--- src/rtl/apm_mailbox.sv ---
module apm_mailbox #(
  parameter int ADDR_W = 16,
  parameter logic [ADDR_W-1:0] CMD_ADDR = 'hB2,
  parameter logic [ADDR_W-1:0] STS_ADDR = 'hB3
) (
  input  logic              clk,
  input  logic              rst_n,
  input  logic [ADDR_W-1:0] io_addr,
  input  logic [7:0]        io_wdata,
  input  logic              io_wr,
  input  logic              io_rd,
  output logic [7:0]        io_rdata,
  input  logic              smi_glb_en,
  input  logic              smi_apm_wr_en,
  input  logic              stpclk_rd_en,
  input  logic              stpclk_release,
  output logic              smi_req,
  output logic              stpclk_n
);

  logic [7:0] cmd_q, sts_q;
  logic       smi_q, stop_q;

  wire hit_cmd = (io_addr == CMD_ADDR);
  wire hit_sts = (io_addr == STS_ADDR);
  wire cmd_wr  = io_wr & hit_cmd;
  wire sts_wr  = io_wr & hit_sts;
  wire cmd_rd  = io_rd & hit_cmd;
  wire sts_rd  = io_rd & hit_sts;

  wire smi_fire  = cmd_wr & smi_glb_en & smi_apm_wr_en;
  wire stop_fire = cmd_rd & stpclk_rd_en;

  always_ff @(posedge clk or negedge rst_n) begin
    if (!rst_n) begin
      cmd_q <= '0;
      sts_q <= '0;
    end else begin
      if (cmd_wr) cmd_q <= io_wdata;
      if (sts_wr) sts_q <= io_wdata;
    end
  end

  always_ff @(posedge clk or negedge rst_n) begin
    if (!rst_n) begin
      smi_q  <= 1'b0;
      stop_q <= 1'b0;
    end else begin
      smi_q <= smi_fire;
      if (stpclk_release)  stop_q <= 1'b0;
      else if (stop_fire)  stop_q <= 1'b1;
    end
  end

  assign io_rdata = cmd_rd ? cmd_q : (sts_rd ? sts_q : 8'h00);
  assign smi_req  = smi_q;
  assign stpclk_n = ~stop_q;

  // a request only follows an enabled command write
  p_smi_source_r3: assert property (@(posedge clk) disable iff (!rst_n)
    smi_req |-> $past(io_wr && hit_cmd && smi_glb_en && smi_apm_wr_en));

  // a pure read cycle never yields a request
  p_no_smi_on_read_r5: assert property (@(posedge clk) disable iff (!rst_n)
    $past(!io_wr) |-> !smi_req);

  // a falling clock-stop needs an enabled command read
  p_stop_source_r4: assert property (@(posedge clk) disable iff (!rst_n)
    $fell(stpclk_n) |-> $past(io_rd && hit_cmd && stpclk_rd_en));

  // held low until release
  p_stop_hold_r7: assert property (@(posedge clk) disable iff (!rst_n)
    (!stpclk_n && !stpclk_release) |=> !stpclk_n);

  // release wins
  p_release_r7: assert property (@(posedge clk) disable iff (!rst_n)
    stpclk_release |=> stpclk_n);

  // unmapped reads return zero
  p_unmapped_zero_r8: assert property (@(posedge clk) disable iff (!rst_n)
    !(hit_cmd || hit_sts) |-> (io_rdata == 8'h00));

  // status register only moves on its own write
  p_sts_stable_r6: assert property (@(posedge clk) disable iff (!rst_n)
    $past(!(io_wr && hit_sts)) |-> $stable(sts_q));

endmodule

--- config.mk ---
export PLATFORM = sky130hd
export DESIGN_NAME = apm_mailbox
export DESIGN_NICKNAME = d
export VERILOG_FILES = /design/src/rtl/apm_mailbox.sv
export SDC_FILE = /design/constraint.sdc
export NUM_CORES = 1
export LEC_CHECK = 0
export ABC_AREA = 1
export BUFFER_PORTS_ARGS = -buffer_cell sky130_fd_sc_hd__buf_2
export CORE_AREA = 2 2 50 52
export DETAILED_ROUTE_END_ITERATION = 6
export DIE_AREA = 0 0 52 54
export PLACE_DENSITY = 0.74
export SYNTH_ARGS = -nofsm -noshare
export SYNTH_HDL_FRONTEND = slang
export SYNTH_SLANG_ARGS = --single-unit
--- constraint.sdc ---
create_clock -name clk -period 1.5 [get_ports clk]
set_clock_uncertainty 0.15 [all_clocks]
set_input_delay 0.3 -clock clk [delete_from_list [all_inputs] [get_ports clk]]
set_output_delay 0.3 -clock clk [all_outputs]
set_load 0.02 [all_outputs]
==> flow_summary.yaml <==
critical_path:
  path_delay_family: "buffers and inverters"
  crit_path_top_delay_cell: "nor2_4"
  crit_required_ns: 1.05
  max_stage_delay_ns: 0.19
  path_class: "in -> out"
  path_max_fanout: 8
  end_kind: "primary output"
  critPathLaunchType: "input pin"
  cp.arrival_ns: 1.36
  crit_chain: "buf_6 > nor2_4 > nand2_2 > nor2_4 > buf_6 > nand3_4 > buf_12 > o21ai_4 > buf_6"
  path_common_cell: "buf_6"
  path_buf_inv: 4
placed_design:
  place.port_buffers: 41
  routabilityCongestion: 0.783
  post-place-cells: 198
  dp_hpwl_um: 1710
  place_ws_ns: -0.375
power_and_ir_drop:
  leakage_uw: 0.000963
  power.density_nw_per_um2: 515
  peakVddDrop_uv: 456
logic_synthesis:
  synth-xor-area-share_pct: 0
  netlist.area_leader.share_pct: 46.0
  netlist_area_um2: 980
  synth_edf_count: 0
  syn-num-nets: 153
  yosys_warnings: 0
  yosysSeqAreaShare_pct: 46.0
  synth.area.mux_share_pct: 0
  ys_types: 18
  yosys.cell_count.top_type: "nand2_1"
  syn_inst: 121
  syn-mean-instance-area_um2: 8.10
  synthTopCellsByArea: "dfrtp_1 46%, nand2_1 16%, o21ai_2 7.2%, inv_1 5.4%, o21ai_0 4.1%"
  synth_compound_area_share_pct: 16.1
  synthSimpleGateAreaFrac_pct: 30.3
  synth_fa_ha_area_share_pct: 0
  ys_ff_latch: 18
  synth_top_family_by_area: "simple AND/OR/NAND/NOR gates"
  synthArstFlopShare_pct: 100
  synthTopCellsByCount: "41 x nand2_1, 18 x dfrtp_1, 14 x inv_1, 8 x o21ai_0, 8 x o21ai_2"
  yosysTopAreaCell: "dfrtp_1"
  ys.flop_type: "dfrtp_1"
drt:
  ant_nets: 0
  num_vias: 1003
  dr.pass1.iters: 4
  wire_per_inst_um: 12.4
  drt_wl_total_um: 2630
  drt_iter0_drc: 9
  drc: 0
  vias_per_cell: 4.73
clock_tree:
  cts.sinks: 18
  clk_path_buf_depth: 2
  cts_root_buf: "clkbuf_4"
  htree_levels: 1
  cts_buffers: 3
  clk_latency_ns: 0.29
  clkTransAtPathRegs_ns: 0.10
  cts_tree: "done"
min_path:
  hold_class: "in -> reg"
timing:
  finalCriticalPeriod_ns: 1.81
  grt_setup_unrepaired: "yes"
  report.final.slew_viol_count: 0
  whs_ns: 0.0719
  finalCritPeriodShare_pct: 121
  relSlewSlack_pct: 72.2
  setup_violations: 8
  worst_slack_ns: -0.314
  max_freq_mhz: 551
  tightest_slew_ns: 0.417
  hold_viol: 0
cells_and_area:
  fin_cells: 212
  nets: 215
  nFillCells: 177
  drive_above_1_share_pct: 61.5
  n_antenna_cell: 0
  area_delta_synth_final_pct: 77.8
  final_util_pct: 75.1
floorplanning:
  core_um2: 2320
  fp.dieArea_um2: 2810
  io_pins: 42
  die_h_um: 54
  row_count: 18
  fp.dieW_um: 52
  start_util_pct: 42.2
global_routing:
  track_usage_pct: 20.3
  grt_pass1_vias: 980
  grt_pass1_wl_um: 4120
  grt_max_degree: 19
  antenna_found_initial: 0
  grt_overflow_total: 0
status:
  violations: "negative setup slack"
  outcome: "complete, but fails checks"
run:
  cap_violations: 0
[where the power goes]
part / total, µW / internal [µW] / switching [µW]
registers: 485 / 485 / 0.124
clock network: 297 / 148 / 150
logic: 114 / 55.6 / 58.4
[metrics by stage]
stage | total power [µW] | cell area (µm²) | setup TNS (ns)
finish | 897 | 1740 | -2.31
global route | 935 | 1740 | -2.87
CTS | 899 | 1700 | -2.34
detailed placement | 588 | 1420 | -5.40
global placement | 585 | 1420 | -4.82
floorplan | 523 | 1130 | -0.433
[cell type report]
type	count	area, µm²	share of cell area (%)
clock buffer	4	36.3	2.08
timing repair buffer	59	473	27.2
tap	30	37.5	2.16
sequential	18	450	25.9
inverter	14	52.6	3.02
multi-input combinational	87	692	39.7
[kinds of logic after synthesis]
logic type,after synthesis
compound gates,25
buf+inv,16
flops,18
simple gates,62
[layout by cell type (no fill, tap or decap), types with 2 or more instances in the layout]
master,n
buf_6,18
o21ai_1,7
o21ai_2,8
buf_12,2
nand3_2,3
nand2_4,9
nand2_2,10
clkbuf_4,3
nor2_4,10
inv_1,14
o21ai_4,8
buf_4,10
nand2_1,26
dlygate4sd3_1,2
buf_2,27
dfrtp_1,18
[sequential cells by signal (all words and copies together), names as in the netlist]
| signal | cells |
|---|---|
| cmd_q | 8 |
| stop_q | 1 |
| smi_req | 1 |
| sts_q | 8 |
[final timing paths]
path                       slack, ns           to  cells past startpoint   startpoint
max                            -0.31  io_rdata[2]                      9  io_addr[10]
min                             0.07     cmd_q[2]                      3  io_wdata[2]
max reg2reg                     0.61     sts_q[5]                      3     sts_q[5]
min reg2reg                     0.35     sts_q[7]                      2     sts_q[7]
max in group asynchronous       0.58     cmd_q[4]                      2        rst_n
min in group asynchronous       0.33     cmd_q[3]                      2        rst_n
[timing repair]
item | CTS | global route
hold endpoints to repair | 19 | 0
buffers inserted | 6 | 2
cloned | 0 | 0
setup endpoints to repair | 8 | 8
resized for setup | 46 | 5
pin swaps | 10 | 7
hold buffers | 2 | 0
[routing by layer]
metal	global-route usage, %	vias up	share of wire, %
met4	8.33	0	0.76
met1	24.6	474	43
met2	36.1	19	53
li1	-	508	-
met3	2.78	2	3.2
met5	0	-	0
[worst reg2reg max path, cell delays in order, from the launching register on]
cell and delay (ns):
dfrtp_1 0.37, inv_1 0.11, nand2_1 0.07, o21a_1 0.09
Note: power is estimated with default switching activity, not from simulation.
